===== src/rtl/pgrd_pkg.sv =====
package pgrd_pkg;
    localparam int LEN_W       = 6;
    localparam int DQ_W        = 8;
    localparam int PG_CODE_W   = 2;
    localparam int PG_MIN_LOG2 = 2;

    typedef enum logic [1:0] {
        S_IDLE,
        S_PULSE,
        S_DONE,
        S_HOLD
    } seq_state_e;

    typedef logic [LEN_W-1:0]     pulse_len_t;
    typedef logic [PG_CODE_W-1:0] page_code_t;
    typedef logic [DQ_W-1:0]      dq_t;

    // a programmed length of zero still yields one strobe cycle
    function automatic pulse_len_t eff_len(pulse_len_t l);
        return (l == '0) ? pulse_len_t'(1) : l;
    endfunction

    // number of low address bits that select a byte inside one page
    function automatic int offset_bits(page_code_t c);
        return PG_MIN_LOG2 + int'(c);
    endfunction
endpackage


===== src/rtl/pgrd_page_track.sv =====
module pgrd_page_track
    import pgrd_pkg::*;
#(
    parameter int ADDR_W = 16,
    parameter int CS_W   = 2
) (
    input  logic              clk,
    input  logic              rst,
    input  page_code_t        page_code,
    input  logic [ADDR_W-1:0] chk_addr,
    input  logic [CS_W-1:0]   chk_cs,
    input  logic              load,
    input  logic              clear,
    output logic              hit
);
    logic              rec_valid;
    logic [ADDR_W-1:0] rec_addr;
    logic [CS_W-1:0]   rec_cs;
    logic [ADDR_W-1:0] upper_mask;

    always_comb begin
        for (int i = 0; i < ADDR_W; i++) begin
            upper_mask[i] = (i >= offset_bits(page_code));
        end
    end

    assign hit = rec_valid
              && (chk_cs == rec_cs)
              && (((chk_addr ^ rec_addr) & upper_mask) == '0);

    always_ff @(posedge clk) begin
        if (rst) begin
            rec_valid <= 1'b0;
            rec_addr  <= '0;
            rec_cs    <= '0;
        end else if (clear) begin
            rec_valid <= 1'b0;
        end else if (load) begin
            rec_valid <= 1'b1;
            rec_addr  <= chk_addr;
            rec_cs    <= chk_cs;
        end
    end

    // releasing the chip select leaves no open page behind
    p_clear_miss_r6: assert property (@(posedge clk) disable iff (rst)
        clear |=> !hit);
endmodule


===== src/rtl/pgrd_pulse_timer.sv =====
module pgrd_pulse_timer
    import pgrd_pkg::*;
(
    input  logic       clk,
    input  logic       rst,
    input  logic       start,
    input  pulse_len_t len,
    output logic       active,
    output logic       last
);
    pulse_len_t cnt_q;

    always_ff @(posedge clk) begin
        if (rst) begin
            active <= 1'b0;
            cnt_q  <= '0;
        end else if (start) begin
            active <= 1'b1;
            cnt_q  <= eff_len(len) - pulse_len_t'(1);
        end else if (active) begin
            if (cnt_q == '0) begin
                active <= 1'b0;
            end else begin
                cnt_q <= cnt_q - pulse_len_t'(1);
            end
        end
    end

    assign last = active && (cnt_q == '0);

    // a zero length must end the strobe after its first cycle
    p_zero_len_r7: assert property (@(posedge clk) disable iff (rst)
        (start && (len == '0)) |=> last);

    // the final cycle always closes the strobe
    p_last_ends_r2: assert property (@(posedge clk) disable iff (rst)
        (last && !start) |=> !active);
endmodule


===== src/rtl/pgrd_cs_decode.sv =====
module pgrd_cs_decode #(
    parameter int NCS  = 4,
    parameter int CS_W = 2
) (
    input  logic            en,
    input  logic [CS_W-1:0] idx,
    output logic [NCS-1:0]  cs_n
);
    for (genvar g = 0; g < NCS; g++) begin : g_sel
        assign cs_n[g] = !(en && (idx == CS_W'(g)));
    end
endmodule


===== src/rtl/page_read_seq.sv =====
module page_read_seq
    import pgrd_pkg::*;
#(
    parameter int ADDR_W = 16,
    parameter int NCS    = 4,
    localparam int CS_W  = (NCS > 1) ? $clog2(NCS) : 1
) (
    input  logic              clk,
    input  logic              rst,
    input  logic [5:0]        cfg_long_len,
    input  logic [5:0]        cfg_short_len,
    input  logic [1:0]        cfg_page_code,
    input  logic              req_rd,
    input  logic [ADDR_W-1:0] req_addr,
    input  logic [CS_W-1:0]   req_cs,
    output logic              rsp_valid,
    output logic [7:0]        rsp_data,
    output logic [ADDR_W-1:0] mem_addr,
    input  logic [7:0]        mem_data,
    output logic              mem_rd_n,
    output logic [NCS-1:0]    mem_cs_n
);
    seq_state_e        st_q;
    logic [ADDR_W-1:0] addr_q;
    logic [CS_W-1:0]   cs_q;
    dq_t               data_q;

    logic       start;
    logic       clear;
    logic       page_hit;
    logic       tmr_active;
    logic       tmr_last;
    pulse_len_t pick_len;

    assign start    = req_rd && ((st_q == S_IDLE) || (st_q == S_HOLD));
    assign clear    = (st_q == S_HOLD) && !req_rd;
    assign pick_len = page_hit ? cfg_short_len : cfg_long_len;

    pgrd_page_track #(.ADDR_W(ADDR_W), .CS_W(CS_W)) u_track (
        .clk       (clk),
        .rst       (rst),
        .page_code (cfg_page_code),
        .chk_addr  (req_addr),
        .chk_cs    (req_cs),
        .load      (start),
        .clear     (clear),
        .hit       (page_hit)
    );

    pgrd_pulse_timer u_timer (
        .clk    (clk),
        .rst    (rst),
        .start  (start),
        .len    (pick_len),
        .active (tmr_active),
        .last   (tmr_last)
    );

    pgrd_cs_decode #(.NCS(NCS), .CS_W(CS_W)) u_csdec (
        .en   (st_q != S_IDLE),
        .idx  (cs_q),
        .cs_n (mem_cs_n)
    );

    always_ff @(posedge clk) begin
        if (rst) begin
            st_q   <= S_IDLE;
            addr_q <= '0;
            cs_q   <= '0;
            data_q <= '0;
        end else begin
            unique case (st_q)
                S_IDLE, S_HOLD: begin
                    if (req_rd) begin
                        st_q   <= S_PULSE;
                        addr_q <= req_addr;
                        cs_q   <= req_cs;
                    end else begin
                        st_q <= S_IDLE;
                    end
                end
                S_PULSE: begin
                    if (tmr_last) begin
                        data_q <= mem_data;
                        st_q   <= S_DONE;
                    end
                end
                S_DONE: st_q <= S_HOLD;
                default: st_q <= S_IDLE;
            endcase
        end
    end

    assign mem_addr  = addr_q;
    assign mem_rd_n  = (st_q != S_PULSE);
    assign rsp_valid = (st_q == S_DONE);
    assign rsp_data  = data_q;

    // never more than one device selected
    p_one_cs_r9: assert property (@(posedge clk) disable iff (rst)
        $onehot0(~mem_cs_n));

    // a strobe is never issued without a selected device
    p_rd_has_cs_r9: assert property (@(posedge clk) disable iff (rst)
        !mem_rd_n |-> !(&mem_cs_n));

    // completion is a single-cycle pulse
    p_rsp_single_r8: assert property (@(posedge clk) disable iff (rst)
        rsp_valid |=> !rsp_valid);

    // completion follows directly on the end of the strobe
    p_rsp_after_rd_r8: assert property (@(posedge clk) disable iff (rst)
        rsp_valid |-> $past(!mem_rd_n));

    // address held still across the whole strobe
    p_addr_stable_r10: assert property (@(posedge clk) disable iff (rst)
        (!mem_rd_n && $past(!mem_rd_n)) |-> $stable(mem_addr));

    // the timer runs only while the strobe is low
    p_timer_sync_r2: assert property (@(posedge clk) disable iff (rst)
        tmr_active |-> !mem_rd_n);
endmodule


===== config.mk =====
export PLATFORM = sky130hd
export DESIGN_NAME = page_read_seq
export DESIGN_NICKNAME = d
export VERILOG_FILES = /design/src/rtl/pgrd_pkg.sv /design/src/rtl/pgrd_page_track.sv /design/src/rtl/pgrd_pulse_timer.sv /design/src/rtl/pgrd_cs_decode.sv /design/src/rtl/page_read_seq.sv
export SDC_FILE = /design/constraint.sdc
export NUM_CORES = 1
export LEC_CHECK = 0
export BUFFER_PORTS_ARGS = -buffer_cell sky130_fd_sc_hd__buf_2
export CAP_MARGIN = 40
export CORE_ASPECT_RATIO = 1.25
export CORE_UTILIZATION = 40
export CTS_CLUSTER_SIZE = 30
export DETAILED_ROUTE_END_ITERATION = 6
export PLACE_DENSITY = 0.66
export SYNTH_ARGS = -nofsm -noshare
export SYNTH_HDL_FRONTEND = slang
export SYNTH_SLANG_ARGS = --single-unit

===== constraint.sdc =====
create_clock -name clk -period 4 [get_ports clk]
set_input_delay 0.4 -clock clk [delete_from_list [all_inputs] [get_ports clk]]
set_output_delay 0.4 -clock clk [all_outputs]
set_load 0.02 [all_outputs]

---- After elaboration in Yosys (flattened, before gate mapping) ----
Cells that the tools add are included.
word-level totals
  flip-flop bits (word level) ............. 54
  input bits .............................. 43
  logic and storage cells ................. 80
  memories ................................ 0
  bits in writable memories ............... 0
  bits in latches ......................... 0
  ROM bits ................................ 0
operators by class
  add/subtract/negate cells ............... 3
  equal/unequal tests ..................... 10
  shift operators ......................... 0
  div/mod/pow operators ................... 0
  reduce and logical (&&, ||, !) cells .... 28
  multiply operators ...................... 0
  mux-type cells .......................... 11
  bitwise operators ....................... 3
  magnitude comparators ................... 16
operators with widths
  operator                                              count
  >= comparator 5 x 32 -> 1 bit (first input constant)  8
  >= comparator 4 x 32 -> 1 bit (first input constant)  4
  >= comparator 3 x 32 -> 1 bit (first input constant)  2
  >= comparator 2 x 32 -> 1 bit (first input constant)  1
  two-way mux 6 bit                                     5
  bitwise AND 16 bit                                    1
  zero test 16 bit                                      1
  XOR 16 bit                                            1
  zero test 6 bit                                       2
  subtractor 6 x 1 -> 6 bit (second input constant)     2
  logical AND 1 bit                                     9
  equality test 2 bit (second input constant)           4
  AND reduction 2 bit                                   4
  case mux 2 bit (3 select lines)                       1
  zero test 1 bit                                       5
  equality test 2 x 1 -> 1 bit (second input constant)  2
  zero test 2 bit                                       2
  two-way mux 1 bit                                     4
  inequality test 2 bit (second input constant)         2
  nonzero test 2 bit                                    2
  OR reduction 2 bit                                    2
  adder 2 x 2 -> 3 bit (first input constant)           1
  >= comparator 1 x 3 -> 1 bit (first input constant)   1
  equality test 2 bit                                   1
  4 further kinds                                       4

---- Logic depth before layout (Yosys ltp) ----
Gate-level depths: netlist of the first run.
  depth after elaboration ................. 10
  gate-level depth with buffers ........... 11
  mapped depth without buffers ............ 10

---- Hierarchy ----
From an unflattened synthesis of the first run, not the netlist that was laid out.
second synthesis, totals
  cell total of the unflattened synthesis .. 296
  area total of the unflattened synthesis .. 2,416.1 µm²
modules (own cells, without submodules)
  module            sequential area each (µm²)  area an instance (µm²)  cells each  times used
  page_read_seq     560.5                       1,158.6                 140         1
  pgrd_page_track   340.3                       792.0                   100         1
  pgrd_pulse_timer  140.1                       436.7                   52          1
  pgrd_cs_decode    0.0                         28.8                    4           1

---- Worst setup path before layout of the first run ----
OpenSTA, ideal clock, no wires.
  path type ............................... in2reg
  start point ............................. in req_cs[0]
  end point ............................... reg u_timer.cnt_q[4]
  slack ................................... 1.420 ns
  data arrival time ....................... 2.489 ns
  path buffers ............................ 0
  cell stages on the path ................. 9
  data required time ...................... 3.909 ns
  setup time .............................. 0.091 ns
  cell sequence ........................... xnor2_1 -> nand4_1 -> nor4_2 -> nand3_1 -> a31oi_1 -> ha_1 -> inv_1 -> or4_1 -> a311oi_1
on the way
  longest elaborated chain between the ends .. 8
ends and longest elaborated chain
  what                           line                    source
  start, declared                page_read_seq.sv:15     input logic [CS_W-1:0] req_cs,
  equality test 2 bit (*)        pgrd_page_track.sv:28   && (chk_cs == rec_cs)
  logical AND 1 bit (*)          pgrd_page_track.sv:28
  logical AND 1 bit (*)          pgrd_page_track.sv:29   && (((chk_addr ^ rec_addr) & upper_mask) == '0);
  two-way mux 6 bit (*)          page_read_seq.sv:37     assign pick_len = page_hit ? cfg_short_len : cfg_long_len;
  zero test 6 bit                pgrd_pkg.sv:20          return (l == '0) ? pulse_len_t'(1) : l;
  two-way mux 6 bit (*)          pgrd_pkg.sv:20
  subtractor 6 x 1 -> 6 bit (*)  pgrd_pulse_timer.sv:19  cnt_q <= eff_len(len) - pulse_len_t'(1);
  two-way mux 6 bit (*)          pgrd_pulse_timer.sv:17  end else if (start) begin
  end signal, assigned           pgrd_pulse_timer.sv:19
  end signal, assigned           pgrd_pulse_timer.sv:24  cnt_q <= cnt_q - pulse_len_t'(1);
  end, declared                  pgrd_pulse_timer.sv:11  pulse_len_t cnt_q;
Mark *: on every way between the ends. The rest lies on a longest branch, timed or not.
A chain may end at the register's enable or synchronous reset.

---- Worst setup path in the final report of the first run ----
  start point ............................. reg u_track.rec_addr[15]
  end point ............................... reg u_timer.cnt_q[4]
on the way
  longest elaborated chain between the ends .. 9
ends and longest elaborated chain
  what                           line                    source
  start, declared                pgrd_page_track.sv:17   logic [ADDR_W-1:0] rec_addr;
  start signal, assigned         pgrd_page_track.sv:40   rec_addr <= chk_addr;
  XOR 16 bit (*)                 pgrd_page_track.sv:29
  bitwise AND 16 bit (*)         pgrd_page_track.sv:29
  zero test 16 bit (*)           pgrd_page_track.sv:29
  logical AND 1 bit (*)          pgrd_page_track.sv:29
  two-way mux 6 bit (*)          page_read_seq.sv:37
  zero test 6 bit                pgrd_pkg.sv:20
  two-way mux 6 bit (*)          pgrd_pkg.sv:20
  subtractor 6 x 1 -> 6 bit (*)  pgrd_pulse_timer.sv:19
  two-way mux 6 bit (*)          pgrd_pulse_timer.sv:17
Marks and branches as above.

==> results.yml, run 1 <==
yosys:
  synthMuxAreaShare_pct: 4.69
  synth_compound_area_share_pct: 16.0
  ys_ff_latch: 52
  synth_top_family_by_area: "simple AND/OR/NAND/NOR gates"
  async_reset_ff_share_pct: 0
  ys_seq_area_share_pct: 43.9
  syn_nets: 335
  synth_top_cell_by_area: "dfxtp_1"
  ys.flop_type: "dfxtp_1"
  synthCells: 287
  synthXorXnorAreaFrac_pct: 7.23
  synth.cell_area_um2: 2370
  synth-adder-area-share_pct: 2.64
  syn_area_per_cell_um2: 8.27
  ys_types: 42
  synth_warnings: 0
  synth_edf_count: 0
  synth.area.top_cells: "dfxtp_1 44%, nand2_1 9.3%, a21oi_1 8.6%"
  synth_top_cell_area_share_pct: 43.9
  synthSimpleGateAreaFrac_pct: 22.4
setup_path:
  rr_endpoint: "u_timer.cnt_q[4]$_SDFFE_PP0P_"
  critical_path.max_fanout: 5
  path_buf_inv: 1
  crit_chain: "xnor2_1 -> nand4_1 -> nor4_2 -> nand3_1 -> a31oi_1 -> ha_1 -> inv_1 -> or4_1 -> a311oi_1"
  crit_required_ps: 4220
  worstSetupPathType: "reg2reg"
  end_kind: "register"
  start_kind: "register"
  cp_top_family: "simple AND/OR/NAND/NOR gates"
  cp_slowest_cell: "or4_1"
  cp_slowest_stage_delay_ps: 510
  crit_arrival_ps: 3090
  r2r_setup_slack_ps: 1130
  r2r_start: "u_track.rec_addr[15]$_SDFFE_PP0P_"
  worstRegToRegCells: 9
cts:
  root_buffer: "clkbuf_8"
  post_cts_buffers: 0
  ctsResizeCount: 0
  cts_tree: "built"
  clkLatencyLatePin_ps: 310
  numCtsBuffers: 5
  htreeDepth: 2
  clock_path_buffers: 2
  clock-sinks: 52
  ctsHoldBuffers: 0
  path_clk_slew_ps: 100
sta:
  finalCritPeriodShare_pct: 71.8
  setup_violations: 0
  hold_viol: 0
  fmax_ghz: 0.348
  relSlewSlack_pct: 54.5
  drv_slew: 0
  rsz0062_at_grt: "false"
  tightest_slew_ps: 680
  fin_skew_ps: 9.54
  setup_tns_ps: 0
  fin_crit_ps: 2870
placed_design:
  place_area_um2: 2810
  gp_congestion: 0.852
  io_buffers: 72
  detailedPlacementHpwl_um: 3970
pwr:
  clkPwrFrac_pct: 20.7
  p_sw_mw: 0.672
  p_int_mw: 1.10
  combPwrFrac_pct: 38.4
  power.leakage_nw: 1.28
  vdd_drop_max_v: 0.000324
  finalPower_mw: 1.77
  p_sw_share_pct: 38.0
  p_per_area_nw_per_um2: 605
  pwr-share-seq_pct: 40.9
global_route:
  antenna_found_initial: 0
  grt_overflow: 0
  track_usage_pct: 17.9
  grt_max_degree: 45
  grt_pass1_wl_um: 8810
  grt_pass1_vias: 2042
min_path:
  whs_path_depth: 3
  min_from: "req_addr[0]"
  min_path_type: "in2reg"
  min_delay_worst_endpoint: "mem_addr[0]$_SDFFE_PP0P_"
floorplanning:
  row_count: 31
  core_um2: 5740
  die_h_um: 88.1
  initial_core_util_pct: 41.3
  ios: 73
  fp.dieW_um: 70.9
  dieArea_um2: 6240
finish:
  antennaDiodeCount: 0
  layout-drive-gt1-share_pct: 25.7
  fin_util_pct: 50.9
  fin_nets: 405
  fillers: 560
  fin_area_um2: 2920
  syn2layout_area_growth_pct: 23.2
routing:
  drt-initial-drc-count: 59
  antenna_left: 0
  wl_per_cell_um: 12.5
  drc: 8
  vias_per_cell: 5.09
  vias: 2160
  wl_um: 5320
  firstDrtPassIters: 7
status:
  status: "finished, violations left"
  violations: "DRC"
job:
  drv_cap: 0
[power groups by stage]
stage	Clock, mW	Sequential (mW)	Combinational, mW
after floorplan	0	0.772	0.450
after global placement	0	0.733	0.678
after detailed placement	0	0.736	0.684
after CTS	0.378	0.724	0.687
after global routing	0.395	0.740	0.771
final	0.367	0.724	0.679
[area by class of cell]
cell class,instances,area (um2),share of cell area [%]
inverters,7,26.3,0.899
repair buffers,76,403,13.8
flip-flops and latches,52,1040,35.6
clock buffers,6,72.6,2.48
multi-input cells,215,1260,43.1
clock inverters,2,38.8,1.33
well taps,66,82.6,2.83
[cell usage in the layout (no fill, tap or decap), types with 2 or more instances in the layout]
| cell type | n |
|---|---|
| buf_4 | 3 |
| mux2i_1 | 10 |
| nor3_1 | 2 |
| ha_1 | 5 |
| nor2_1 | 24 |
| o21ai_1 | 2 |
| nand4_1 | 6 |
| a211oi_1 | 4 |
| nand2_1 | 59 |
| nand2b_1 | 2 |
| o21ai_0 | 4 |
| inv_1 | 7 |
| buf_2 | 72 |
| clkbuf_8 | 5 |
| o211ai_1 | 4 |
| nand3_1 | 7 |
| and2_1 | 3 |
| dfxtp_1 | 52 |
| nand3b_1 | 3 |
| xnor2_1 | 13 |
| a21oi_1 | 41 |
| a31oi_1 | 3 |
| xnor2_2 | 3 |
[registers in the layout, summed over array words and instances, names as in the netlist]
register,flops
mem_addr,16
u_timer.cnt_q,6
u_track.rec_cs,2
st_q,2
u_track.rec_addr,14
rsp_data,8
u_timer.active,1
cs_q,2
u_track.rec_valid,1
[worst max path at each step]
stage / from / end / slack, ps / cells past startpoint
2_1_floorplan: req_cs[0] / u_timer.cnt_q[4]$_SDFFE_PP0P_ / 1420 / 9
3_3_place_gp: req_addr[15] / u_timer.cnt_q[4]$_SDFFE_PP0P_ / 1050 / 10
3_5_place_dp: req_addr[15] / u_timer.cnt_q[4]$_SDFFE_PP0P_ / 960 / 10
4_1_cts: u_track.rec_addr[15]$_SDFFE_PP0P_ / u_timer.cnt_q[4]$_SDFFE_PP0P_ / 1110 / 9
5_1_grt: u_track.rec_addr[15]$_SDFFE_PP0P_ / u_timer.cnt_q[4]$_SDFFE_PP0P_ / 880 / 9
6_report: u_track.rec_addr[15]$_SDFFE_PP0P_ / u_timer.cnt_q[4]$_SDFFE_PP0P_ / 1130 / 9
[cells in the mapped netlist (4+ instances only)]
library cell and count:
nand2_1 59, dfxtp_1 52, a21oi_1 41, nor2_1 24, xnor2_1 13, clkbuf_1 10
mux2i_1 10, inv_1 7, nand3_1 7, nand4_1 6, ha_1 5, a211oi_1 4
o211ai_1 4, o21ai_0 4
[stage by stage]
step / hold slack (ps) / std cells / setup WS (ps)
2_1_floorplan: 448 / 287 / 1420
3_3_place_gp: 442 / 415 / 1050
3_5_place_dp: 443 / 416 / 960
4_1_cts: 310 / 424 / 1110
5_1_grt: 320 / 424 / 882
6_report: 317 / 424 / 1130
[metal layers]
| metal | wire, um | GRT usage (%) |
|---|---|---|
| met1 | 2400 | 20.6 |
| met2 | 2540 | 31.6 |
| met3 | 241 | 3.91 |
| met4 | 131 | 8.55 |
| met5 | 0 | 0 |
[cell families (layout without fill, tap and decap cells)]
family | Yosys count | after routing
and+or+nand+nor | 116 | 116
AOI/OAI and AO/OA | 66 | 66
DFF | 52 | 52
buffers and inverters | 20 | 91
xor gates and xnor gates | 17 | 17
muxes | 11 | 11
adders and majority gates | 5 | 5
[worst reg2reg max path: stages, from the launching register on]
cell and delay, ps:
dfxtp_1 340, xnor2_1 260, nand4_1 180, nor4_2 470, nand3_1 130, a31oi_1 330, ha_1 240, inv_1 50
or4_1 510, a311oi_1 270
(Power assumes the default switching activity.)
==> inputs of run 2 (changes only) <==
--- a/config.mk
+++ b/config.mk
@@ -11,7 +11,7 @@
 export CORE_UTILIZATION = 40
 export CTS_CLUSTER_SIZE = 30
 export DETAILED_ROUTE_END_ITERATION = 6
-export PLACE_DENSITY = 0.66
+export PLACE_DENSITY = 0.68
 export SYNTH_ARGS = -nofsm -noshare
 export SYNTH_HDL_FRONTEND = slang
 export SYNTH_SLANG_ARGS = --single-unit
==> constraint.sdc (replaced) <==
create_clock -name clk -period 2.4 [get_ports clk]
set_input_delay 0.24 -clock clk [delete_from_list [all_inputs] [get_ports clk]]
set_output_delay 0.24 -clock clk [all_outputs]
set_load 0.02 [all_outputs]
==> results.yml, run 2 (same netlist as run 1, synthesis figures left out) <==
status:
  status: "finished, violations left"
  violations: "DRC, setup timing"
routing:
  vias_per_cell: 5.14
  drt-initial-drc-count: 91
  drc: 12
  antenna_left: 0
  vias: 2301
  wl_um: 5770
  wl_per_cell_um: 12.9
  firstDrtPassIters: 6
finish:
  syn2layout_area_growth_pct: 36.9
  mostFrequentLayoutCell: "buf_2"
  layout_common_cells: "72 x buf_2, 59 x nand2_1, 47 x dfxtp_1, 41 x a21oi_1, 28 x buf_4"
  fin_nets: 429
  layout-drive-gt1-share_pct: 36.4
  fin_cells: 448
  largest_reg_flops: 16
  antennaDiodeCount: 0
placed_design:
  pre_cts_ws_ps: -247
  detailedPlacementHpwl_um: 4270
  io_buffers: 72
  dp_cells: 435
  gp_congestion: 0.878
pwr:
  vdd_drop_max_v: 0.000490
  p_sw_share_pct: 36.6
  p_sw_mw: 1.22
  combPwrFrac_pct: 41.8
  clkPwrFrac_pct: 21.6
  p_per_area_nw_per_um2: 1030
  pwr-share-seq_pct: 36.6
  finalPower_mw: 3.34
  p_int_mw: 2.12
  power.leakage_nw: 1.47
setup_path:
  crit_arrival_ps: 2710
  worstSetupPathType: "reg2reg"
  end_kind: "register"
  start_kind: "register"
  crit_required_ps: 2630
  critical_path.max_fanout: 5
cts:
  clock-sinks: 52
  numCtsBuffers: 5
  path_clk_slew_ps: 100
  clkLatencyLatePin_ps: 310
  htreeDepth: 2
  ctsHoldBuffers: 0
  clock_path_buffers: 2
  cts_tree: "built"
  root_buffer: "clkbuf_8"
sta:
  finalCritPeriodShare_pct: 103
  setup_violations: 1
  fin_crit_ps: 2480
  fin_skew_ps: 12.5
  fmax_ghz: 0.403
  setup_slack_ps: -84.0
  hold_viol: 0
  rsz0062_at_grt: "true"
  tightest_slew_ps: 496
  setup_tns_ps: -84.0
  relSlewSlack_pct: 66.8
  drv_slew: 0
floorplanning:
  row_count: 31
  ios: 73
  dieArea_um2: 6240
  initial_core_util_pct: 41.3
  fp.dieW_um: 70.9
  core_um2: 5740
  die_h_um: 88.1
global_route:
  track_usage_pct: 19.5
  grt_pass1_wl_um: 9360
  grt_pass1_vias: 2117
  antenna_found_initial: 0
  grt_max_degree: 32
  grt_overflow: 0
min_path:
  min_path_type: "in2reg"
job:
  drv_cap: 0
==> run 2: cell types whose count changed in the layout (fill, tap and decap cells not counted), moves of 2 or more <==
cell	before	now
buf_4	3	28
xnor2_1	13	2
xnor2_2	3	14
dfxtp_1	52	47
dfxtp_2	0	5
o21ai_0	4	2
==> run 2: per-stage QoR <==
step           instance area [um2]  hold WS [ps]  util (%)
6_report                      3250           158      56.6
5_1_grt                       3250           151      56.6
4_1_cts                       3190           151      55.6
3_5_place_dp                  2960           444      51.5
3_3_place_gp                  2960           442      51.5
2_1_floorplan                 2390           376         -
==> run 2: cell type report <==
class / instances / area (um2)
Fill cell: 524 / 2490
Multi-Input combinational cell: 215 / 1380
Sequential cell: 52 / 1050
Clock inverter: 3 / 68.8
Clock buffer: 5 / 68.8
Timing Repair Buffer: 100 / 571
Tap cell: 66 / 82.6
Inverter: 7 / 26.3
==> run 2: timing repair <==
item	in CTS	in global routing
hold endpoints to repair	0	0
pin swaps	10	8
buffers inserted	4	1
resized for setup	13	10
cloned	0	0
setup endpoints to repair	3	5
==> run 2: worst paths after layout <==
| kind | endpoint | slack [ps] | start | cells past startpoint |
|---|---|---|---|---|
| setup reg to reg | u_timer.cnt_q[4]$_SDFFE_PP0P_ | -80 | u_track.rec_addr[15]$_SDFFE_PP0P_ | 8 |
| setup / recovery | u_timer.cnt_q[4]$_SDFFE_PP0P_ | -80 | u_track.rec_addr[15]$_SDFFE_PP0P_ | 8 |
| hold / removal | mem_addr[0]$_SDFFE_PP0P_ | 160 | req_addr[0] | 3 |
| hold reg to reg | mem_addr[5]$_SDFFE_PP0P_ | 460 | mem_addr[5]$_SDFFE_PP0P_ | 2 |
==> run 2: power by group through the flow <==
| stage | clock (mW) | sequential (mW) | combinational (mW) |
|---|---|---|---|
| 6_report | 0.720 | 1.22 | 1.40 |
| 5_1_grt | 0.772 | 1.25 | 1.53 |
| 4_1_cts | 0.745 | 1.22 | 1.34 |
| 3_5_place_dp | 0 | 1.22 | 1.29 |
| 3_3_place_gp | 0 | 1.21 | 1.27 |
| 2_1_floorplan | 0 | 1.29 | 0.764 |
==> run 2: critical path: stages, from the launching register on <==
cell and delay [ps]:
dfxtp_2 350, xnor2_2 210, nand4_1 200, buf_4 180, or4_4 520, o21ai_2 140
a21oi_2 90, or4_1 520, a311oi_2 190
==> run 2: layer usage <==
metal / share of wire (%) / track usage (%)
met2: 49 / 35.1
met5: 0 / 0
met3: 5.6 / 4.26
met1: 42 / 21.6
met4: 3.3 / 10.5
==> inputs of run 3 (changes only) <==
--- a/config.mk
+++ b/config.mk
@@ -5,13 +5,16 @@
 export SDC_FILE = /design/constraint.sdc
 export NUM_CORES = 1
 export LEC_CHECK = 0
+export ABC_AREA = 1
 export BUFFER_PORTS_ARGS = -buffer_cell sky130_fd_sc_hd__buf_2
 export CAP_MARGIN = 40
 export CORE_ASPECT_RATIO = 1.25
 export CORE_UTILIZATION = 40
 export CTS_CLUSTER_SIZE = 30
 export DETAILED_ROUTE_END_ITERATION = 6
-export PLACE_DENSITY = 0.68
+export PLACE_DENSITY = 0.67
+export SKIP_LAST_GASP = 1
+export SLEW_MARGIN = 10
 export SYNTH_ARGS = -nofsm -noshare
 export SYNTH_HDL_FRONTEND = slang
 export SYNTH_SLANG_ARGS = --single-unit
==> results.yml, run 3 <==
setup_path:
  critical_path.max_fanout: 6
  crit_required_ps: 2660
  worstRegToRegCells: 17
  start_kind: "register"
  worstSetupPathType: "reg2reg"
  end_kind: "register"
  crit_arrival_ps: 2370
cts:
  htreeDepth: 2
  clkLatencyLatePin_ps: 300
  path_clk_slew_ps: 90
  clock-sinks: 52
  ctsHoldBuffers: 0
  numCtsBuffers: 5
  root_buffer: "clkbuf_8"
  cts_tree: "built"
  clock_path_buffers: 2
sta:
  tightest_slew_ps: 482
  setup_tns_ps: 0
  rsz0062_at_grt: "false"
  fin_crit_ps: 2110
  relSlewSlack_pct: 67.7
  hold_viol: 0
  fmax_ghz: 0.474
  fin_skew_ps: 5.66
  setup_violations: 0
  finalCritPeriodShare_pct: 87.8
  drv_slew: 0
global_route:
  grt_pass1_vias: 2373
  track_usage_pct: 19.0
  grt_max_degree: 40
  antenna_found_initial: 0
  grt_pass1_wl_um: 10200
  grt_overflow: 0
floorplanning:
  initial_core_util_pct: 42.3
  fp.dieW_um: 74.9
  dieArea_um2: 6970
  ios: 73
  core_um2: 6290
  row_count: 32
  die_h_um: 93.1
pwr:
  finalPower_mw: 3.05
  p_per_area_nw_per_um2: 942
  pwr-share-seq_pct: 38.6
  clkPwrFrac_pct: 17.1
  p_int_mw: 1.77
  p_sw_mw: 1.27
  power.leakage_nw: 1.69
  combPwrFrac_pct: 44.3
  vdd_drop_max_v: 0.000527
  p_sw_share_pct: 41.9
finish:
  layout-drive-gt1-share_pct: 21.3
  mostFrequentLayoutCell: "nand2_1"
  fin_nets: 540
  fin_area_um2: 3230
  syn2layout_area_growth_pct: 21.7
  layout_common_cells: "154 x nand2_1, 72 x buf_2, 57 x inv_1, 47 x dfxtp_1, 43 x nor2_1"
  fin_util_pct: 51.4
  antennaDiodeCount: 0
  largest_reg_flops: 16
placed_design:
  detailedPlacementHpwl_um: 4720
  io_buffers: 72
  place_area_um2: 3120
  gp_congestion: 0.787
yosys:
  post-synth-top-count-cell: "nand2_1"
  ys_ff_latch: 52
  async_reset_ff_share_pct: 0
  synthCells: 419
  synth.area.top_cells: "dfxtp_1 39%, nand2_1 22%, inv_1 8.1%"
  synth_warnings: 0
  synth_edf_count: 0
  synth_top_cell_by_area: "dfxtp_1"
  syn_nets: 467
  ys_types: 29
  synth.cell_area_um2: 2660
  netlist_top_cells_count: "154 x nand2_1, 57 x inv_1, 52 x dfxtp_1"
  ys.flop_type: "dfxtp_1"
  syn_area_per_cell_um2: 6.34
  synth_top_cell_area_share_pct: 39.2
  ys_seq_area_share_pct: 39.2
status:
  status: "completed"
routing:
  drc: 0
  vias_per_cell: 4.67
  wl_per_cell_um: 11.0
  wl_um: 6380
  antenna_left: 0
  drt-initial-drc-count: 94
  vias: 2699
  firstDrtPassIters: 4
min_path:
  whs_path_depth: 3
  min_path_type: "in2reg"
job:
  drv_cap: 0
run 3: path summary, 6_finish.rpt:
kind	end	slack [ps]	startpoint
setup / recovery	u_timer.cnt_q[2]$_SDFFE_PP0P_	290	u_track.rec_addr[5]$_SDFFE_PP0P_
hold / removal	rsp_data[6]$_SDFFE_PP0P_	150	mem_data[6]
setup reg to reg	u_timer.cnt_q[2]$_SDFFE_PP0P_	290	u_track.rec_addr[5]$_SDFFE_PP0P_
hold reg to reg	mem_addr[0]$_SDFFE_PP0P_	460	mem_addr[0]$_SDFFE_PP0P_
run 3: worst max-delay path, cell delays in order (launching register included):
cell and delay, ps:
dfxtp_1 400, nand2_1 70, nand2_1 60, nand2_1 70, nor2_1 110, nand2_2 100
nor2_8 130, nand2_4 80, o21ai_2 130, nand2_1 70, o21bai_2 140, nand2_2 110
ha_4 180, nor2_1 110, nor2_1 50, nand2_1 80, o211ai_1 90, inv_1 70
run 3: power by group through the flow:
stage | sequential, mW | combinational, mW | clock [mW]
2_1_floorplan | 1.25 | 0.861 | 0
3_3_place_gp | 1.18 | 1.27 | 0
3_5_place_dp | 1.19 | 1.30 | 0
4_1_cts | 1.17 | 1.31 | 0.533
5_1_grt | 1.20 | 1.52 | 0.578
6_report | 1.17 | 1.35 | 0.521
run 3: per-layer routing:
layer	share of wire, %	vias up	routed length, um	track usage (%)
met2	50	78	3190	33.9
met3	5.5	11	350	4.85
met4	1.5	0	95	6.45
li1	-	1432	-	-
met1	43	1178	2740	21.2
met5	0	-	0	0
run 3: metrics by stage:
stage / worst slack, ps / cells / hold slack, ps
after global placement: 295 / 569 / 449
after CTS: 221 / 577 / 150
final: 292 / 578 / 152
after floorplan: 423 / 419 / 375
after global routing: 4.59 / 578 / 145
after detailed placement: 223 / 569 / 452
run 3: what timing repair did:
| action | CTS | global route |
|---|---|---|
| setup endpoints to repair | 0 | 2 |
| gates resized for setup | 0 | 8 |
| setup buffers | 0 | 1 |
run 3: kinds of logic (layout without fill, tap and decap cells):
logic type,Yosys count,in the layout,synth area share [%]
simple gates,224,224,34.8
buf+inv,71,145,10.0
compound gates,65,65,13.0
flops,52,52,39.2
fa+ha+maj,5,5,2.36
xor+xnor,2,2,0.660
run 3: layout make-up:
class | count | area, um2
clock buffer | 8 | 90.1
fill | 672 | 3050
inverter | 59 | 221
multi-input combinational | 296 | 1360
sequential | 52 | 1050
tap | 85 | 106
timing repair buffer | 78 | 405
